--- src/rtl/irq_route_pkg.sv ---
package irq_route_pkg;

  // Write strobes that the control passes to the datapath
  typedef struct packed {
    logic routeWr;
    logic pinWr;
  } tblStrobe_t;

endpackage

--- src/rtl/irq_route_ctrl.sv ---
module irq_route_ctrl
  import irq_route_pkg::*;
#(
  parameter int NUM_SHARED = 24,
  parameter int NUM_CORES  = 3,
  parameter int LINE_W     = 5,
  parameter int CORE_W     = 2,
  parameter int DATA_W     = 4
) (
  input  logic              wrEn,
  input  logic              wrKind,
  input  logic [LINE_W-1:0] wrLine,
  input  logic [DATA_W-1:0] wrData,
  output tblStrobe_t        strobe
);

  logic lineOk;
  logic coreOk;

  always_comb begin
    lineOk = int'(wrLine) < NUM_SHARED;
    coreOk = int'(wrData[CORE_W-1:0]) < NUM_CORES;
    strobe.routeWr = wrEn && !wrKind && lineOk && coreOk;
    strobe.pinWr   = wrEn &&  wrKind && lineOk;
  end

endmodule

--- src/rtl/irq_route_dp.sv ---
module irq_route_dp
  import irq_route_pkg::*;
#(
  parameter int NUM_SHARED = 24,
  parameter int NUM_CORES  = 3,
  parameter int NUM_LOCAL  = 3,
  parameter int PIN_W      = 3,
  parameter int LINE_W     = 5,
  parameter int CORE_W     = 2,
  parameter int DATA_W     = 4,
  parameter int IDX_W      = 5
) (
  input  logic                           clk,
  input  logic                           rstN,
  input  tblStrobe_t                     strobe,
  input  logic [LINE_W-1:0]              wrLine,
  input  logic [DATA_W-1:0]              wrData,
  input  logic [NUM_SHARED-1:0]          pendShared,
  input  logic [NUM_SHARED-1:0]          maskShared,
  input  logic [NUM_CORES*NUM_LOCAL-1:0] localPend,
  input  logic [NUM_CORES*NUM_LOCAL-1:0] localMask,
  input  logic [LINE_W-1:0]              rdLine,
  output logic [NUM_CORES-1:0]           rdCore,
  output logic [PIN_W:0]                 rdPin,
  output logic [NUM_CORES-1:0]           irqReq,
  output logic [NUM_CORES*IDX_W-1:0]     selIdx
);

  localparam logic [IDX_W-1:0] NONE_IDX = IDX_W'(NUM_LOCAL + NUM_SHARED);

  logic [NUM_CORES-1:0] routeTbl [NUM_SHARED];
  logic [PIN_W:0]       pinTbl   [NUM_SHARED];

  // Routing tables
  always_ff @(posedge clk) begin
    if (!rstN) begin
      for (int i = 0; i < NUM_SHARED; i++) begin
        routeTbl[i] <= NUM_CORES'(1);
        pinTbl[i]   <= '0;
      end
    end else begin
      if (strobe.routeWr)
        routeTbl[wrLine] <= NUM_CORES'(1) << wrData[CORE_W-1:0];
      if (strobe.pinWr)
        pinTbl[wrLine] <= wrData[PIN_W:0];
    end
  end

  // Read-back port
  logic              rdOk;
  logic [LINE_W-1:0] rdSafe;

  always_comb begin
    rdOk   = int'(rdLine) < NUM_SHARED;
    rdSafe = rdOk ? rdLine : '0;
    rdCore = rdOk ? routeTbl[rdSafe] : '0;
    rdPin  = rdOk ? pinTbl[rdSafe]   : '0;
  end

  // Per-core selectors
  for (genvar c = 0; c < NUM_CORES; c++) begin : g_core
    logic [NUM_SHARED-1:0] shCand;
    logic [NUM_LOCAL-1:0]  lcCand;
    logic [IDX_W-1:0]      lcIdx;
    logic [IDX_W-1:0]      shIdx;

    always_comb begin
      for (int i = 0; i < NUM_SHARED; i++)
        shCand[i] = pendShared[i] & maskShared[i] & routeTbl[i][c];
      lcCand = localPend[c*NUM_LOCAL +: NUM_LOCAL] &
               localMask[c*NUM_LOCAL +: NUM_LOCAL];

      lcIdx = '0;
      for (int k = NUM_LOCAL - 1; k >= 0; k--)
        if (lcCand[k]) lcIdx = IDX_W'(k);

      shIdx = '0;
      for (int i = NUM_SHARED - 1; i >= 0; i--)
        if (shCand[i]) shIdx = IDX_W'(NUM_LOCAL + i);

      irqReq[c] = (|lcCand) | (|shCand);
      if (|lcCand)
        selIdx[c*IDX_W +: IDX_W] = lcIdx;
      else if (|shCand)
        selIdx[c*IDX_W +: IDX_W] = shIdx;
      else
        selIdx[c*IDX_W +: IDX_W] = NONE_IDX;
    end
  end

endmodule

--- src/rtl/irq_route_sel.sv ---
module irq_route_sel
  import irq_route_pkg::*;
#(
  parameter int NUM_SHARED = 24,
  parameter int NUM_CORES  = 3,
  parameter int NUM_LOCAL  = 3,
  parameter int PIN_W      = 3,
  localparam int LINE_W    = $clog2(NUM_SHARED),
  localparam int CORE_W    = (NUM_CORES > 1) ? $clog2(NUM_CORES) : 1,
  localparam int DATA_W    = (CORE_W > PIN_W + 1) ? CORE_W : PIN_W + 1,
  localparam int IDX_W     = $clog2(NUM_LOCAL + NUM_SHARED + 1)
) (
  input  logic                           clk,
  input  logic                           rstN,
  input  logic [NUM_SHARED-1:0]          pendShared,
  input  logic [NUM_SHARED-1:0]          maskShared,
  input  logic [NUM_CORES*NUM_LOCAL-1:0] localPend,
  input  logic [NUM_CORES*NUM_LOCAL-1:0] localMask,
  input  logic                           wrEn,
  input  logic                           wrKind,
  input  logic [LINE_W-1:0]              wrLine,
  input  logic [DATA_W-1:0]              wrData,
  input  logic [LINE_W-1:0]              rdLine,
  output logic [NUM_CORES-1:0]           rdCore,
  output logic [PIN_W:0]                 rdPin,
  output logic [15:0]                    cfgWord,
  output logic [NUM_CORES-1:0]           irqReq,
  output logic [NUM_CORES*IDX_W-1:0]     selIdx
);

  tblStrobe_t strobe;

  assign cfgWord = {8'(NUM_SHARED / 8 - 1), 8'(NUM_CORES - 1)};

  irq_route_ctrl #(
    .NUM_SHARED(NUM_SHARED), .NUM_CORES(NUM_CORES),
    .LINE_W(LINE_W), .CORE_W(CORE_W), .DATA_W(DATA_W)
  ) u_ctrl (
    .wrEn(wrEn), .wrKind(wrKind), .wrLine(wrLine), .wrData(wrData),
    .strobe(strobe)
  );

  irq_route_dp #(
    .NUM_SHARED(NUM_SHARED), .NUM_CORES(NUM_CORES), .NUM_LOCAL(NUM_LOCAL),
    .PIN_W(PIN_W), .LINE_W(LINE_W), .CORE_W(CORE_W), .DATA_W(DATA_W),
    .IDX_W(IDX_W)
  ) u_dp (
    .clk(clk), .rstN(rstN), .strobe(strobe),
    .wrLine(wrLine), .wrData(wrData),
    .pendShared(pendShared), .maskShared(maskShared),
    .localPend(localPend), .localMask(localMask),
    .rdLine(rdLine), .rdCore(rdCore), .rdPin(rdPin),
    .irqReq(irqReq), .selIdx(selIdx)
  );

endmodule

--- config.mk ---
export PLATFORM = sky130hd
export DESIGN_NAME = irq_route_sel
export DESIGN_NICKNAME = d
export VERILOG_FILES = /design/src/rtl/irq_route_pkg.sv /design/src/rtl/irq_route_ctrl.sv /design/src/rtl/irq_route_dp.sv /design/src/rtl/irq_route_sel.sv
export SDC_FILE = /design/constraint.sdc
export NUM_CORES = 1
export LEC_CHECK = 0
export ABC_CLOCK_PERIOD_IN_PS = 2400
export BUFFER_PORTS_ARGS = -buffer_cell sky130_fd_sc_hd__buf_2
export CORE_MARGIN = 10
export CORE_UTILIZATION = 40
export DETAILED_ROUTE_END_ITERATION = 6
export GPL_TIMING_DRIVEN = 0
export PLACE_DENSITY = 0.56
export SLEW_MARGIN = 10
export SYNTH_ARGS = -nofsm -noshare
export SYNTH_HDL_FRONTEND = slang
export SYNTH_SLANG_ARGS = --single-unit
--- constraint.sdc ---
create_clock -name clk -period 2.4 [get_ports clk]
set_input_delay 0.36 -clock clk [delete_from_list [all_inputs] [get_ports clk]]
set_output_delay 0.36 -clock clk [all_outputs]
set_load 0.01 [all_outputs]
==> metrics, run 1 <==
remaining design rule violation count 0; final WL 34950 um; Met1 Wirelength 13790 um; fraction of layout cells with a size suffix above 1 27.95%; Top Family by Delay on Critical Path compound AO/OA/AOI/OAI gates; min cycle time layout 2.520 ns; final-stage net count 1216; routability congestion estimate 0.9514; Worst setup SP type input pin; area overhead of the layout relative to synthesis 27.22%; number of global-route vias before repair 8274; synth unique cells 50; initial drt markers 910; Yosys Warn Count 0; Die Y 175.5 um; die area 30800 um2; top sig layer met4; total of buffers placed on input and output ports approximately 110; antenna violations before repair 0; crit path capture type output port; overflow left after global routing 0; part of the cycle the worst path needs 105.0%; Placement Setup Slack -0.7294 ns; number of endpoints failing setup at the final stage 10; Comb power frac ~17%; CTS H-Tree Depth 4; P_sw 0.002046 W; drt wl/cell 23.87 um; std cell rows 56; metal3 WL 2836 um; critical path cell sequence buf_12 > a21bo_4 > buf_4 > mux4_2 > nand2b_1 > a31oi_1 > a221oi_1 > a21oi_1 > buf_2; x dimension of the die 175.5 um; leakage 4.593 nW; sequential share of the synthesized area 52.16%; count of state elements after synthesis 168; Sequential Power Share 45.7%; switching power as a share of total power 26.94%; minimum setup slack in the final design -0.1198 ns; violations in the final reports setup timing; number of max-cap violations 0; worst-path fanout max 6; status finished with violations; arrival time at the worst endpoint 2.16 ns; largest net degree at the start of global routing 17; worst path buffer plus inverter count 3; final-report max-slew violation count 0; Crit path required time 2.04 ns; Power Dens Cells just over 600 nW/um2; instance count along the most critical hold path 2; number of buffers added by the clock tree synthesis step 17; number of iterations in the first detailed-routing pass 5; setup repair after global routing missed its margin true; Crit Path Category in -> out; remaining number of nets flagged by the antenna check after routing 0; initial cell density of the core 40.96%; final antenna diode count 0; Max clock buf depth 2; main flop type after synthesis sky130_fd_sc_hd__edfxtp_1; clock group share of total power 37.5%; number of enable flip-flop cells after synthesis 168; TritonCTS Sinks 168; asr flop ratio synth 0%; peak supply drop about 520 uV; met2 wire len 17110 um; number of hold-slack violations in the final timing report 0; worst hold path type in -> reg; netlist area before placement 9672 um2; Power Internal 0.005548 W; slew of the pin with the lowest slew margin roughly 1.2 ns; core occupancy in the finished layout 52.11%; wire length of the first global-routing pass 50050 um; cell types occupying the most area after synthesis sky130_fd_sc_hd__edfxtp_1 52%, sky130_fd_sc_hd__and2_1 6.5%, sky130_fd_sc_hd__nand2_1 4.6%; worst-path cell with the longest stage delay sky130_fd_sc_hd__mux4_2; Post-Layout Inst Area 12300 um2; clock tree root driver cell sky130_fd_sc_hd__clkbuf_16; Post-DP Area 10650 um2; Mapped Cells approximately 960; most frequently used cell type in the post-synthesis netlist sky130_fd_sc_hd__edfxtp_1; CP peak stage delay 0.51 ns; worst rel slew slack between 15 and 20%; number of gates on the worst path with buffers counted 9; DP HPWL about 26000 um; Clock Pin Slew Worst Setup and Hold Paths 0.07 ns; post-DR vias/cell 5.745; Placeable Area 23610 um2; number of vias in the routed layout 8410; syn avg cell area 10.10 um2; library cell with the largest summed area after synthesis sky130_fd_sc_hd__edfxtp_1; io pins 125; FMAX 396.9 MHz; TritonCTS clock tree built; overall fraction of global-route tracks in use approximately 22%; share of the synthesized area in the top cell type 52.16%; top cells by instance count after synthesis 168 x sky130_fd_sc_hd__edfxtp_1, 119 x sky130_fd_sc_hd__nand2_1, 101 x sky130_fd_sc_hd__and2_1, 98 x sky130_fd_sc_hd__nor2_1, 89 x sky130_fd_sc_hd__nand3_1
## per-stage QoR
step / hold slack (ns) / total power [W] / setup TNS, ns / cells
after floorplan: 0.5582 / 0.004097 / 0 / 972
after global placement: 0.7418 / 0.004550 / -13.53 / 1396
after detailed placement: 0.7541 / 0.004552 / -13.70 / 1396
final: 0.2953 / 0.007594 / -0.5739 / 1464
after CTS: 0.2940 / 0.007453 / -0.4723 / 1437
after global routing: 0.3087 / 0.007812 / -1.334 / 1464
## timing repair
action	CTS	global route
hold buffers	0	0
setup buffers	10	22
endpoints found under the setup margin	17	18
cloned	0	5
pin swaps	28	30
gates resized for setup	96	69
## cells in the final DEF, fill, tap and decap left out, types with 17 or more instances in the layout
cell type and count:
sky130_fd_sc_hd__nand3_2 20, sky130_fd_sc_hd__clkbuf_16 22, sky130_fd_sc_hd__and2_1 101, sky130_fd_sc_hd__nor2_1 96, sky130_fd_sc_hd__and3_1 18, sky130_fd_sc_hd__buf_4 44
sky130_fd_sc_hd__edfxtp_1 168, sky130_fd_sc_hd__nand2_1 108, sky130_fd_sc_hd__clkbuf_1 36, sky130_fd_sc_hd__mux2i_1 26, sky130_fd_sc_hd__a21oi_1 17, sky130_fd_sc_hd__nand3_1 69
sky130_fd_sc_hd__o21ai_0 57, sky130_fd_sc_hd__buf_2 102
## path summary, 6_finish.rpt
path | from | slack, ns | to
setup / recovery | rdLine[0] | -0.12 | rdCore[1]
hold / removal | wrData[2] | 0.30 | u_dp.pinTbl[3][2]
## flip-flops by register name (all words and copies together) (netlist names)
signal         count
u_dp.pinTbl       96
u_dp.routeTbl     72
## metal layers
layer,track usage (%),vias up
met5,0,-
met4,9.361,0
met3,3.710,79
met2,37.05,442
met1,26.33,4043
li1,-,3846
## cell type report
type	instances	area [um2]
repair buffers	142	962.2
fillers	2172	11310
well taps	319	399.1
clock buffers	18	429.2
clock inverters	14	171.4
inverters	6	22.52
multi-input cells	725	4771
flip-flops and latches	168	5045
plain buffers	72	504.2
## cells by family after synthesis
kind of cell / after synthesis / share of synthesized area (%)
flip-flops: 168 / 52.16
buffers and inverters: 79 / 4.140
multiplexers: 48 / 6.908
AO/OA/AOI/OAI: 165 / 11.33
other: 2 / 0.07765
AND/OR/NAND/NOR: 496 / 25.38
## power by group through the flow
stage / sequential, W / combinational [W] / clock (W)
6_report: 0.00347 / 0.00128 / 0.00284
5_1_grt: 0.00348 / 0.00136 / 0.00297
4_1_cts: 0.00346 / 0.00114 / 0.00286
3_5_place_dp: 0.00352 / 0.00103 / 0
3_3_place_gp: 0.00352 / 0.00103 / 0
2_1_floorplan: 0.00347 / 0.000626 / 0
Note: power is estimated with default switching activity, not from simulation.
==> run 2, diff against run 1 <==
==> constraint.sdc (replaced) <==
create_clock -name clk -period 2.4 [get_ports clk]
set_input_delay 0.24 -clock clk [delete_from_list [all_inputs] [get_ports clk]]
set_output_delay 0.24 -clock clk [all_outputs]
set_load 0.01 [all_outputs]
==> run 2 against run 1 <==
The flow still finishes with violations (setup timing). Sequential power hardly changed. Core utilization is 2.8 points lower. Non-clock buffer count is 28 lower. Sequential share of layout area is 2.3 points higher. Flip-flop and latch count stayed put. Routed wire length is 2.2% lower. Count of clock-buffer cells in the layout stayed put. Setup slack better by 0.049 ns. Clock power hardly changed. Largest power group unchanged. Cell count is 1.9% lower. Critical path type unchanged. Total power is 1.8% lower. Worst hold slack worse by 0.11 ns.
==> metrics, run 2 (synthesis results as in run 1) <==
slew of the pin with the lowest slew margin 1.183 ns; remaining number of nets flagged by the antenna check after routing 0; core occupancy in the finished layout 49.33%; FMAX just over 400 MHz; area overhead of the layout relative to synthesis 20.44%; peak supply drop 521.6 uV; drt wl/cell 23.79 um; Die Y 175.5 um; commonest cells after routing, fill and taps aside 168 x sky130_fd_sc_hd__edfxtp_1, 112 x sky130_fd_sc_hd__nand2_1, 107 x sky130_fd_sc_hd__buf_2; fraction of layout cells with a size suffix above 1 22.83%; number of global-route vias before repair 8179; overall fraction of global-route tracks in use a little over a fifth; most used cell along the critical path sky130_fd_sc_hd__o21ai_0; min cycle time layout about 2.5 ns; total of buffers placed on input and output ports 105; Worst setup SP type input pin; final-report max-slew violation count 0; TritonCTS clock tree built; worst-path cell with the longest stage delay sky130_fd_sc_hd__o21ai_0; routability congestion estimate 0.9514; total negative setup slack -0.1187 ns; Max clock buf depth 2; number of max-cap violations 0; wire length of the first global-routing pass 49420 um; status finished with violations; initial drt markers 846; worst hold slack 0.1818 ns; final-stage net count roughly 1200; Crit path required time 2.16 ns; Hold Startpoint wrData[2]; violations in the final reports setup timing; die area around 30000 um2; register with the highest flop count u_dp.pinTbl; minimum setup slack in the final design -0.07091 ns; largest net degree at the start of global routing 17; Clock Pin Slew Worst Setup and Hold Paths roughly 0.07 ns; leakage 4.327 nW; io pins 125; Top Family by Delay on Critical Path compound AO/OA/AOI/OAI gates; final WL 34160 um; worst rel slew slack 20.53%; Power Dens Cells 640.3 nW/um2; number of hold-slack violations in the final timing report 0; worst hold path type in -> reg; worst path buffer plus inverter count 4; number of vias in the routed layout 8300; CTS H-Tree Depth 4; std cell rows 56; Non-Filler Instances between 1000 and 1500; antenna violations before repair 0; Largest register FFs 96; number of iterations in the first detailed-routing pass 5; post-DR vias/cell between 5 and 6; number of buffers added by the clock tree synthesis step 17; overall power consumption 0.007459 W; clock tree root driver cell sky130_fd_sc_hd__clkbuf_16; critical path cell sequence clkbuf_4 > a21bo_4 > buf_6 > buf_4 > a221oi_1 > o21ai_0 > o21ai_0 > o21ai_0 > buf_2; part of the cycle the worst path needs 103.0%; Placeable Area between 20000 and 25000 um2; worst-path fanout max 10; CP peak stage delay 0.33 ns; number of endpoints failing setup at the final stage 3; x dimension of the die 175.5 um; remaining design rule violation count 0; launch point of the critical path rdLine[0]; setup repair after global routing missed its margin true; final antenna diode count 0; overflow left after global routing 0; initial cell density of the core 40.96%; arrival time at the worst endpoint between 2 and 2.5 ns; DP HPWL about 26000 um; crit path capture type output port; TritonCTS Sinks 168; Placed Instances 1396; most common cell after layout, fill and taps aside sky130_fd_sc_hd__edfxtp_1; Crit Path Category in -> out; registers with the most flip-flops u_dp.pinTbl: 96 flops, u_dp.routeTbl: 72 flops
[run 2: changes by cell type in the layout (fill, tap and decap cells not counted), moves of 5 or more]
cell	before	now
sky130_fd_sc_hd__buf_4	44	29
sky130_fd_sc_hd__buf_6	12	4
sky130_fd_sc_hd__buf_12	8	1
sky130_fd_sc_hd__buf_2	102	107
sky130_fd_sc_hd__clkbuf_16	22	17
sky130_fd_sc_hd__mux2i_1	26	31
sky130_fd_sc_hd__nor3_1	3	8
sky130_fd_sc_hd__nor3_2	8	3
[run 2: cell type report]
type	count	area [um2]
Tap cell	319	399.1
Buffer	72	420.4
Fill cell	2260	11960
Multi-Input combinational cell	725	4563
Sequential cell	168	5045
Clock buffer	18	429.2
Clock inverter	14	171.4
Timing Repair Buffer	114	598.1
Inverter	6	22.52
[run 2: metal layers]
layer / global-route usage [%] / vias up / part of all wire (%)
met2: 36.59 / 447 / 48
met3: 3.925 / 83 / 7.8
met5: 0 / - / 0
li1: - / 3785 / -
met1: 25.80 / 3985 / 40
met4: 9.820 / 0 / 3.9
[run 2: path summary, 6_finish.rpt]
check	end	slack [ns]	cells after the start
max	rdPin[1]	-0.07	9
min	u_dp.pinTbl[5][2]	0.18	2
[run 2: report_power, final]
part           switching [W]  leakage [nW]  internal [W]  total (W)
clock network        0.00122         0.284       0.00165    0.00286
logic               0.000706          2.43      0.000427    0.00113
registers          0.0000870          1.61       0.00338    0.00346
[run 2: stage by stage]
step	cell area [um2]	setup WS, ns
detailed placement	10650	-0.4894
global route	11650	-0.1098
floorplan	9724	0.5250
CTS	11430	-0.01911
finish	11650	-0.07091
global placement	10650	-0.4498
[run 2: what timing repair did]
item,4_1_cts,5_1_grt
hold endpoints to repair,0,0
buffers inserted,3,6
hold buffers,0,0
pin swaps,14,13
gates resized for setup,44,40
setup endpoints to repair,15,14
